===== config.mk =====
export PLATFORM = sky130hd
export DESIGN_NAME = uart_loop_router
export DESIGN_NICKNAME = d
export VERILOG_FILES = /design/src/rtl/uart_lr_pkg.sv /design/src/rtl/uart_lr_mode_ctl.sv /design/src/rtl/uart_lr_echo.sv /design/src/rtl/uart_lr_mux.sv /design/src/rtl/uart_loop_router.sv
export SDC_FILE = /design/constraint.sdc
export NUM_CORES = 1
export LEC_CHECK = 0
export BUFFER_PORTS_ARGS = -buffer_cell sky130_fd_sc_hd__buf_2
export CORE_AREA = 2 2 39 41
export DETAILED_ROUTE_END_ITERATION = 7
export DIE_AREA = 0 0 41 43
export SETUP_SLACK_MARGIN = 0.5
export SLEW_MARGIN = 15
export SYNTH_ARGS = -nofsm -noshare
export SYNTH_HDL_FRONTEND = slang
export SYNTH_SLANG_ARGS = --single-unit

===== constraint.sdc =====
create_clock -name clk_i -period 2.2 [get_ports clk_i]
set_clock_uncertainty 0.1 [all_clocks]
set_input_delay 0.44 -clock clk_i [delete_from_list [all_inputs] [get_ports clk_i]]
set_output_delay 0.44 -clock clk_i [all_outputs]
set_load 0.1 [all_outputs]

===== src/rtl/uart_lr_pkg.sv =====
package uart_lr_pkg;
  typedef enum logic [1:0] {
    MODE_NORMAL      = 2'b00,
    MODE_AUTO_ECHO   = 2'b01,
    MODE_LOCAL_LOOP  = 2'b10,
    MODE_REMOTE_LOOP = 2'b11
  } lr_mode_e;
endpackage


===== src/rtl/uart_lr_mode_ctl.sv =====
module uart_lr_mode_ctl
  import uart_lr_pkg::*;
(
  input  logic       clk_i,
  input  logic       rst_ni,
  input  logic [1:0] mode_cfg_i,
  input  logic       tx_busy_i,
  input  logic       rx_busy_i,
  output lr_mode_e   mode_o
);
  lr_mode_e mode_q;

  // deferred switch: only between characters
  always_ff @(posedge clk_i or negedge rst_ni) begin
    if (!rst_ni)                       mode_q <= MODE_NORMAL;
    else if (!tx_busy_i && !rx_busy_i) mode_q <= lr_mode_e'(mode_cfg_i);
  end

  assign mode_o = mode_q;

  a_r2_mode_frozen: assert property (@(posedge clk_i) disable iff (!rst_ni)
    (tx_busy_i || rx_busy_i) |=> $stable(mode_o));
endmodule


===== src/rtl/uart_lr_echo.sv =====
module uart_lr_echo (
  input  logic clk_i,
  input  logic rst_ni,
  input  logic en_i,
  input  logic rxd_i,
  input  logic rx_tick_i,
  input  logic rx_break_i,
  input  logic rx_start_i,
  output logic echo_txd_o
);
  logic samp_q, echo_q, hold_q;

  // centre sample, then one bit period later onto the line
  always_ff @(posedge clk_i or negedge rst_ni) begin
    if (!rst_ni) begin
      samp_q <= 1'b1;
      echo_q <= 1'b1;
    end else if (rx_tick_i) begin
      samp_q <= rxd_i;
      echo_q <= samp_q;
    end
  end

  always_ff @(posedge clk_i or negedge rst_ni) begin
    if (!rst_ni)         hold_q <= 1'b0;
    else if (!en_i)      hold_q <= 1'b0;
    else if (rx_start_i) hold_q <= 1'b0;
    else if (rx_break_i) hold_q <= 1'b1;
  end

  assign echo_txd_o = hold_q ? 1'b0 : echo_q;

  a_r8_break_space: assert property (@(posedge clk_i) disable iff (!rst_ni)
    (en_i && rx_break_i && !rx_start_i) |=> !echo_txd_o);
endmodule


===== src/rtl/uart_lr_mux.sv =====
module uart_lr_mux
  import uart_lr_pkg::*;
#(
  parameter int ERR_W = 3
) (
  input  lr_mode_e         mode_i,
  input  logic             rxd_i,
  input  logic             echo_txd_i,
  input  logic             tx_ser_i,
  input  logic             tx_tick_i,
  input  logic             rx_tick_i,
  input  logic             cpu_tx_wr_i,
  input  logic             tx_rdy_i,
  input  logic             tx_idle_i,
  input  logic             rx_push_i,
  input  logic [ERR_W-1:0] rx_err_i,
  output logic             txd_o,
  output logic             rx_ser_o,
  output logic             rx_tick_o,
  output logic             tx_fifo_wr_o,
  output logic             tx_rdy_o,
  output logic             tx_idle_o,
  output logic             rx_push_o,
  output logic [ERR_W-1:0] rx_err_o,
  output logic             rx_chk_en_o
);
  always_comb begin
    txd_o        = tx_ser_i;
    rx_ser_o     = rxd_i;
    rx_tick_o    = rx_tick_i;
    tx_fifo_wr_o = cpu_tx_wr_i;
    tx_rdy_o     = tx_rdy_i;
    tx_idle_o    = tx_idle_i;
    rx_push_o    = rx_push_i;
    rx_err_o     = rx_err_i;
    rx_chk_en_o  = 1'b1;
    unique case (mode_i)
      MODE_NORMAL: ;
      MODE_AUTO_ECHO: begin
        txd_o        = echo_txd_i;
        tx_fifo_wr_o = 1'b0;
        tx_rdy_o     = 1'b0;
        tx_idle_o    = 1'b0;
      end
      MODE_LOCAL_LOOP: begin
        txd_o     = 1'b1;
        rx_ser_o  = tx_ser_i;
        rx_tick_o = tx_tick_i;
      end
      MODE_REMOTE_LOOP: begin
        txd_o       = echo_txd_i;
        rx_push_o   = 1'b0;
        rx_err_o    = '0;
        rx_chk_en_o = 1'b0;
      end
      default: ;
    endcase
  end
endmodule


===== src/rtl/uart_loop_router.sv =====
module uart_loop_router
  import uart_lr_pkg::*;
#(
  parameter int ERR_W = 3
) (
  input  logic             clk_i,
  input  logic             rst_ni,
  input  logic [1:0]       mode_cfg_i,
  input  logic             tx_busy_i,
  input  logic             rx_busy_i,
  input  logic             rxd_i,
  output logic             txd_o,
  input  logic             tx_ser_i,
  input  logic             tx_tick_i,
  input  logic             rx_tick_i,
  output logic             rx_ser_o,
  output logic             rx_tick_o,
  input  logic             rx_break_i,
  input  logic             rx_start_i,
  input  logic             cpu_tx_wr_i,
  output logic             tx_fifo_wr_o,
  input  logic             tx_rdy_i,
  input  logic             tx_idle_i,
  output logic             tx_rdy_o,
  output logic             tx_idle_o,
  input  logic             rx_push_i,
  output logic             rx_push_o,
  input  logic [ERR_W-1:0] rx_err_i,
  output logic [ERR_W-1:0] rx_err_o,
  output logic             rx_chk_en_o,
  output logic [1:0]       mode_o
);
  lr_mode_e mode_q;
  logic     echo_en, echo_txd;

  uart_lr_mode_ctl i_mode_ctl (
    .clk_i, .rst_ni, .mode_cfg_i, .tx_busy_i, .rx_busy_i, .mode_o(mode_q)
  );

  assign echo_en = (mode_q == MODE_AUTO_ECHO) || (mode_q == MODE_REMOTE_LOOP);

  uart_lr_echo i_echo (
    .clk_i, .rst_ni, .en_i(echo_en), .rxd_i, .rx_tick_i,
    .rx_break_i, .rx_start_i, .echo_txd_o(echo_txd)
  );

  uart_lr_mux #(.ERR_W(ERR_W)) i_mux (
    .mode_i(mode_q), .rxd_i, .echo_txd_i(echo_txd), .tx_ser_i, .tx_tick_i,
    .rx_tick_i, .cpu_tx_wr_i, .tx_rdy_i, .tx_idle_i, .rx_push_i, .rx_err_i,
    .txd_o, .rx_ser_o, .rx_tick_o, .tx_fifo_wr_o, .tx_rdy_o, .tx_idle_o,
    .rx_push_o, .rx_err_o, .rx_chk_en_o
  );

  assign mode_o = mode_q;

  a_r4_local_mark: assert property (@(posedge clk_i) disable iff (!rst_ni)
    (mode_q == MODE_LOCAL_LOOP) |-> txd_o);
  a_r6_echo_cpu_blocked: assert property (@(posedge clk_i) disable iff (!rst_ni)
    (mode_q == MODE_AUTO_ECHO) |-> (!tx_fifo_wr_o && !tx_rdy_o && !tx_idle_o));
  a_r7_remote_quiet: assert property (@(posedge clk_i) disable iff (!rst_ni)
    (mode_q == MODE_REMOTE_LOOP) |-> (!rx_push_o && rx_err_o == '0 && !rx_chk_en_o));
endmodule


==> results of run 1 <==
[metal layers]
| metal | share of wire | wire, µm | GRT usage |
|---|---|---|---|
| met2 | 0.56 | 488 | 0.191 |
| met1 | 0.34 | 295 | 0.121 |
| met5 | 0 | 0 | 0 |
| met3 | 0.097 | 84 | 0.0157 |
| met4 | 0 | 0 | 0.0600 |
[worst register-to-register path, cell delays in order (launching register included)]
cell                      delay [ns]
sky130_fd_sc_hd__dfrtp_4        0.51
sky130_fd_sc_hd__buf_12         0.15
sky130_fd_sc_hd__buf_8          0.11
sky130_fd_sc_hd__buf_4          0.12
sky130_fd_sc_hd__mux2_1         0.27
[flip-flops by register name (all words and copies together), names as in the netlist]
signal             cells
i_echo.hold_q          1
i_mode_ctl.mode_o      2
i_echo.samp_q          1
i_echo.echo_q          1
[cell usage in the layout (no fill, tap or decap)]
| master | n |
|---|---|
| sky130_fd_sc_hd__and2_4 | 7 |
| sky130_fd_sc_hd__buf_12 | 10 |
| sky130_fd_sc_hd__nor3b_1 | 1 |
| sky130_fd_sc_hd__clkbuf_1 | 1 |
| sky130_fd_sc_hd__clkbuf_4 | 3 |
| sky130_fd_sc_hd__nand2_8 | 1 |
| sky130_fd_sc_hd__dlygate4sd3_1 | 1 |
| sky130_fd_sc_hd__buf_4 | 2 |
| sky130_fd_sc_hd__buf_6 | 4 |
| sky130_fd_sc_hd__nand3b_1 | 1 |
| sky130_fd_sc_hd__buf_8 | 2 |
| sky130_fd_sc_hd__dfrtp_4 | 2 |
| sky130_fd_sc_hd__mux2_1 | 2 |
| sky130_fd_sc_hd__nor2b_4 | 1 |
| sky130_fd_sc_hd__dfstp_2 | 2 |
| sky130_fd_sc_hd__nor2_1 | 3 |
| sky130_fd_sc_hd__mux2_4 | 2 |
| sky130_fd_sc_hd__mux2_2 | 2 |
| sky130_fd_sc_hd__o21ai_4 | 1 |
| sky130_fd_sc_hd__dfrtp_1 | 1 |
| sky130_fd_sc_hd__buf_2 | 19 |
| sky130_fd_sc_hd__nand2b_1 | 1 |
[worst paths after layout]
kind,startpoint,endpoint,cells after the start
setup / recovery,i_mode_ctl.mode_o[0],rx_tick_o,3
hold / removal,rx_start_i,i_echo.hold_q,2
setup reg to reg,i_mode_ctl.mode_o[0],i_mode_ctl.mode_o[0],4
hold reg to reg,i_echo.hold_q,i_echo.hold_q,2
max in group asynchronous,rst_ni,i_echo.echo_q,2
min in group asynchronous,rst_ni,i_mode_ctl.mode_o[1],2
[cells in the mapped netlist]
| cell type | number | area share |
|---|---|---|
| sky130_fd_sc_hd__nor2b_2 | 1 | 0.030 |
| sky130_fd_sc_hd__dfstp_2 | 2 | 0.18 |
| sky130_fd_sc_hd__o21ai_0 | 1 | 0.017 |
| sky130_fd_sc_hd__nand3b_1 | 1 | 0.026 |
| sky130_fd_sc_hd__dfrtp_1 | 3 | 0.26 |
| sky130_fd_sc_hd__nand2_1 | 1 | 0.013 |
| sky130_fd_sc_hd__nand2b_1 | 1 | 0.022 |
| sky130_fd_sc_hd__nor2_1 | 3 | 0.039 |
| sky130_fd_sc_hd__mux2_2 | 2 | 0.078 |
| sky130_fd_sc_hd__nor3b_1 | 1 | 0.026 |
| sky130_fd_sc_hd__mux2_1 | 4 | 0.16 |
| sky130_fd_sc_hd__and2_1 | 7 | 0.15 |
[stage by stage]
stage / instance area [µm²] / setup slack, ns / total power, mW
after floorplan: 354 / 0.342 / 0.437
after global placement: 529 / 0.377 / 0.485
after detailed placement: 529 / 0.360 / 0.487
after CTS: 773 / 0.257 / 0.722
after global routing: 796 / 0.240 / 0.759
final: 796 / 0.275 / 0.728
[power breakdown]
group	leakage (nW)	internal (mW)	total [mW]	switching, mW
sequential	0.0560	0.111	0.124	0.0134
combinational	0.311	0.197	0.501	0.304
clock	0.0150	0.0684	0.103	0.0346
[cells by family after synthesis]
| logic type | after synthesis | synth area share |
|---|---|---|
| flip-flops | 5 | 0.442 |
| AO/OA/AOI/OAI | 1 | 0.0173 |
| AND/OR/NAND/NOR | 15 | 0.307 |
| multiplexers | 6 | 0.234 |
[repair_timing]
action                     in CTS  in global routing
setup endpoints to repair      12                 13
buffers inserted                4                  2
pin swaps                       3                  3
hold endpoints to repair        3                  0
hold buffers                    1                  0
gates resized for setup        45                  2
[layout make-up]
cell class / instances / share of cell area
repair buffers: 38 / 0.497
well taps: 16 / 0.0252
flip-flops and latches: 5 / 0.170
clock buffers: 4 / 0.0330
multi-input cells: 22 / 0.275
==> results by group, run 1 <==
Clock tree
  – Maximum buffer depth of the clock tree: 2
  – H-tree Lvls: 1
  – CTS clock-pin slew for the worst setup and hold paths: 0.04 ns
  – CTS buffer count: 3
  – CTS root buffer: sky130_fd_sc_hd__clkbuf_4
  – Source-to-sink clock delay at the later pin of the worst-skew pair: around 0.24 ns
  – CTS tree: built
  – CTS sink count: 5

Logic synthesis
  – Yosys warning total: 0
  – Number of different library cells in the post-synthesis netlist: 12
  – Summed instance area of the synthesized netlist: just under 300 µm²
  – Synth Area per Inst: 10.7 µm²
  – Gate count after technology mapping: 27
  – Post-synthesis sequential area ratio: 0.442
  – #FFs+latches synth: 5
  – Mapped Nets: 46

Global routing
  – Initial antenna violation count: 0
  – Total congestion overflow: 0
  – GR Util All Layers: 0.111
  – Maximum number of pins on one net before global-route repair: 7
  – Number of global-route vias before repair: approximately 330
  – First-pass GRT wire length: 1260 µm

Final layout
  – Area of the multi-input gates: roughly 220 µm²
  – Share of final-layout standard cells stronger than drive strength 1: 0.841
  – Growth of design area from synthesis to finish: 175%
  – Number of nets in the layout: slightly below 90
  – Util after Layout: 0.575
  – Register area: ~140 µm²
  – N_diodes: 0
  – Finished Layout Cells: 85
  – Final-layout fill cell count: about 120

STA
  – Achievable Freq: a little over 500 MHz
  – Count of final setup violators: 0
  – Accumulated negative setup slack: 0 ns
  – Worst hold slack: 0.259 ns
  – Worst rel slew slack: 0.678
  – Portion of the clock cycle consumed by the worst path in the final layout: 0.875
  – Worst slew pin tran: approximately 0.49 ns
  – Unrepaired setup endpoints after global routing: yes
  – Number of failing hold endpoints at the final stage: 0
  – Minimum clock period: 1.93 ns
  – Pins Over Slew Limit: 0

Floorplanning
  – Initial core utilization: 0.209
  – Vertical die dimension: between 40 and 50 µm
  – Overall die width: 41 µm
  – Floorplan core area: ~0.0014 mm²
  – Ports: 32
  – Overall die area: between 0.0015 and 0.002 mm²
  – Std-Cell Rows: 14

Run status
  – Result of the run: completed

Power and ir drop
  – Leakage Power: ~0.38 nW
  – Peak ir drop on the vdd network: 0.357 mV
  – Pwr Density: about 910 mW/mm²

Critical path
  – Startpoint Class: flip-flop
  – CP Data Arrival Time: roughly 1.4 ns
  – Startpoint-to-endpoint class of the critical path: reg -> out
  – Count of buffer and inverter cells on the critical path: 1
  – Stage delay of the slowest cell on the critical path: about 0.5 ns
  – CP endpoint kind: output pin
  – R2R setup slack: around 0.82 ns
  – Category of cells accounting for the largest share of critical-path delay: flip-flops
  – Cell at the slowest stage of the critical path: sky130_fd_sc_hd__dfrtp_4
  – Worst EP required: between 1.5 and 2 ns
  – Max FO, Critical Path: 4
  – Cells along the critical path: nor2b_4, mux2_4, buf_12

Detailed routing
  – Total detailed-routing wirelength: 868 µm
  – Vias per cell: about 4
  – DRC violations left: 0
  – Drt pass-1 iters: 4
  – Per-cell routed wire length: slightly above 10 µm
  – Via count: 340
  – Detailed Route Iter0 Violations: 1
  – Post-DRT Antenna Nets: 0

Placement
  – Quantity of I/O buffers inserted on ports: 31
  – Placed cell count: 74
  – Placer congestion estimate: between 0.6 and 0.7
  – Placed wire-length estimate after detailed placement: around 580 µm

Run
  – Count of maximum capacitance violations: 0

Worst hold path
  – Worst min-delay path class: in -> reg
No activity file was read; power rests on OpenSTA's default activity.
==> run 2, diff against run 1 <==
--- a/config.mk
+++ b/config.mk
@@ -6,11 +6,14 @@
 export NUM_CORES = 1
 export LEC_CHECK = 0
 export BUFFER_PORTS_ARGS = -buffer_cell sky130_fd_sc_hd__buf_2
+export CAP_MARGIN = 20
 export CORE_AREA = 2 2 39 41
 export DETAILED_ROUTE_END_ITERATION = 7
 export DIE_AREA = 0 0 41 43
+export MAX_ROUTING_LAYER = met4
 export SETUP_SLACK_MARGIN = 0.5
 export SLEW_MARGIN = 15
 export SYNTH_ARGS = -nofsm -noshare
 export SYNTH_HDL_FRONTEND = slang
 export SYNTH_SLANG_ARGS = --single-unit
+export TNS_END_PERCENT = 1
==> run 2 against run 1 <==
Effect of this change:
- die area is the same
- critical path depth is the same
- sequential cell count is the same
- sequential share of layout area grew 5.6 points
==> results by group, run 2 (synthesis gave the netlist of run 1 again) <==
Run status
  – Result of the run: completed

Placement
  – Placer congestion estimate: 0.613 (-4.6%)
  – Placed wire-length estimate after detailed placement: 607 µm (+4.9%)
  – Cell Area, Placed: 526 µm² (-0.71%)
  – Quantity of I/O buffers inserted on ports: 31 (unchanged)

Detailed routing
  – Post-DRT Antenna Nets: 0 (unchanged)
  – DRC violations left: 0 (unchanged)
  – Drt pass-1 iters: 1 (-3)
  – Via count: 321 (-5.6%)
  – Per-cell routed wire length: 8.87 µm (-13%)
  – Detailed Route Iter0 Violations: 0 (-1)
  – Vias per cell: 4.06 (+1.6%)
  – Total detailed-routing wirelength: 701 µm (-19%)

Final layout
  – Number of nets in the layout: 83 (-6.7%)
  – Util after Layout: 0.433 (-0.142)
  – Highest-count cells in the layout ignoring fill and taps: sky130_fd_sc_hd__buf_2, sky130_fd_sc_hd__and2_4
  – Area of the multi-input gates: 215 µm² (-1.7%)
  – Share of final-layout standard cells stronger than drive strength 1: 0.825 (-0.0152)
  – Register area: 135 µm² (unchanged)
  – Max reg flops: 2 (unchanged)
  – Most frequent standard cell in the layout excluding fill and tap cells: sky130_fd_sc_hd__buf_2
  – N_diodes: 0 (unchanged)
  – Final-layout fill cell count: 141 (+22%)
  – Final Instance Area: 599 µm² (-25%)
  – Growth of design area from synthesis to finish: 107%

Floorplanning
  – Vertical die dimension: 43 µm (unchanged)
  – Initial core utilization: 0.209 (unchanged)
  – Overall die width: 41 µm (unchanged)
  – Floorplan core area: 0.00138 mm² (unchanged)
  – Ports: 32 (unchanged)
  – Overall die area: 0.00176 mm² (unchanged)
  – Std-Cell Rows: 14 (unchanged)

Critical path
  – Cell at the slowest stage of the critical path: sky130_fd_sc_hd__dfrtp_4
  – Cells along the critical path: nor2b_4, mux2_4, buf_12
  – CP endpoint kind: output pin
  – Max FO, Critical Path: 8 (+4)
  – Worst EP required: 1.66 ns (about the same)
  – Startpoint Class: flip-flop
  – CP Data Arrival Time: 1.44 ns (+0.05 ns)
  – Startpoint-to-endpoint class of the critical path: reg -> out
  – Stage delay of the slowest cell on the critical path: 0.55 ns (+0.04 ns)
  – Cell depth of the worst flop-to-flop path: 1 (-3)
  – R2R setup slack: 1.13 ns (+0.31 ns)

STA
  – Number of failing hold endpoints at the final stage: 0 (unchanged)
  – Minimum clock period: 1.98 ns (+0.0510 ns)
  – Pins Over Slew Limit: 0 (unchanged)
  – Count of final setup violators: 0 (unchanged)
  – Achievable Freq: 506 MHz (-2.6%)
  – Worst rel slew slack: 0.678 (about the same)
  – Accumulated negative setup slack: 0 ns (unchanged)
  – Unrepaired setup endpoints after global routing: yes
  – Worst slew pin tran: 0.486 ns (-0.000995 ns)
  – Portion of the clock cycle consumed by the worst path in the final layout: 0.898 (+0.0232)

Global routing
  – Initial antenna violation count: 0 (unchanged)
  – Total congestion overflow: 0 (unchanged)
  – Number of global-route vias before repair: 281 (-14%)
  – Maximum number of pins on one net before global-route repair: 9 (+2)
  – GR Util All Layers: 0.0963 (-0.0147)
  – First-pass GRT wire length: 1070 µm (-15%)

Run
  – Count of maximum capacitance violations: 0 (unchanged)

Clock tree
  – H-tree Lvls: 1 (unchanged)
  – CTS buffer count: 3 (unchanged)
  – Source-to-sink clock delay at the later pin of the worst-skew pair: 0.23 ns (about the same)
  – CTS root buffer: sky130_fd_sc_hd__clkbuf_4
  – CTS tree: built
  – CTS clock-pin slew for the worst setup and hold paths: 0.04 ns (about the same)
  – CTS sink count: 5 (unchanged)
  – Maximum buffer depth of the clock tree: 2 (unchanged)

Power and ir drop
  – Leakage Power: 0.297 nW (-22%)
  – Proportion of total power due to net switching: 0.543 (+0.0597)
  – NetSw: 328 µW (-6.6%)
  – Sequential group share of total power: 0.219 (+0.048)
  – PnR Total Power: 605 µW (-17%)
  – Pwr Density: 1010 mW/mm² (+10%)
  – Peak ir drop on the vdd network: 0.355 mV (-0.49%)
  – Relative contribution of combinational cells to total power: 0.610 (-0.078)
  – Fraction of power consumed by the clock network: 0.171 (+0.030)
  – Internal cell power: 277 µW (-26%)

Worst hold path
  – Worst min-delay path class: in -> reg
  – Worst Hold Path Cells: 2 (unchanged)
run 2: cell count changes in the layout (fill, tap and decap cells not counted), sizes merged:
cell	previous run	this run
buf	37	31
run 2: routing by layer:
| metal | GRT usage | part of all wire |
|---|---|---|
| met2 | 0.141 | 0.46 |
| met4 | 0.0800 | 0 |
| met1 | 0.0984 | 0.39 |
| met5 | - | 0 |
| met3 | 0.0314 | 0.15 |
run 2: metrics by stage:
| step | hold WS, ns | setup slack, ns | cells |
|---|---|---|---|
| 4_1_cts | 0.246 | 0.207 | 79 |
| 6_report | 0.256 | 0.224 | 79 |
| 2_1_floorplan | 0.0444 | 0.340 | 27 |
| 5_1_grt | 0.239 | 0.171 | 79 |
| 3_5_place_dp | 0.160 | 0.366 | 74 |
| 3_3_place_gp | 0.156 | 0.383 | 74 |
run 2: worst paths after layout:
check                                           from                   end
min in group asynchronous                     rst_ni  i_mode_ctl.mode_o[1]
worst min-delay path                      rx_start_i         i_echo.hold_q
max in group asynchronous                     rst_ni         i_echo.samp_q
worst min register to register         i_echo.hold_q         i_echo.hold_q
worst max-delay path            i_mode_ctl.mode_o[0]              rx_ser_o
worst max register to register  i_mode_ctl.mode_o[0]  i_mode_ctl.mode_o[0]
run 2: repair_timing:
item                                    CTS  global route
gates cloned                              0             0
resized for setup                        11             0
hold buffers                              1             0
setup buffers                             0             0
hold endpoints to repair                  3             0
endpoints found under the setup margin   13            13
run 2: layout make-up:
cell class	instances	share of cell area
clock buffer	4	0.0438
multi-input combinational	22	0.359
sequential	5	0.225
tap	16	0.0334
timing repair buffer	32	0.338
run 2: power by group through the flow:
stage | clock network (mW) | logic, mW | registers [mW]
after floorplan | 0 | 0.261 | 0.171
after global placement | 0 | 0.348 | 0.133
after detailed placement | 0 | 0.348 | 0.135
after CTS | 0.109 | 0.371 | 0.134
after global routing | 0.119 | 0.385 | 0.136
final | 0.103 | 0.369 | 0.133
run 2: critical path: cells and delay by family (launching register included):
family | cells | cell delay, ns
DFF | 1 | 0.55
and+or+nand+nor | 1 | 0.16
buffers and inverters | 1 | 0.17
muxes | 1 | 0.32
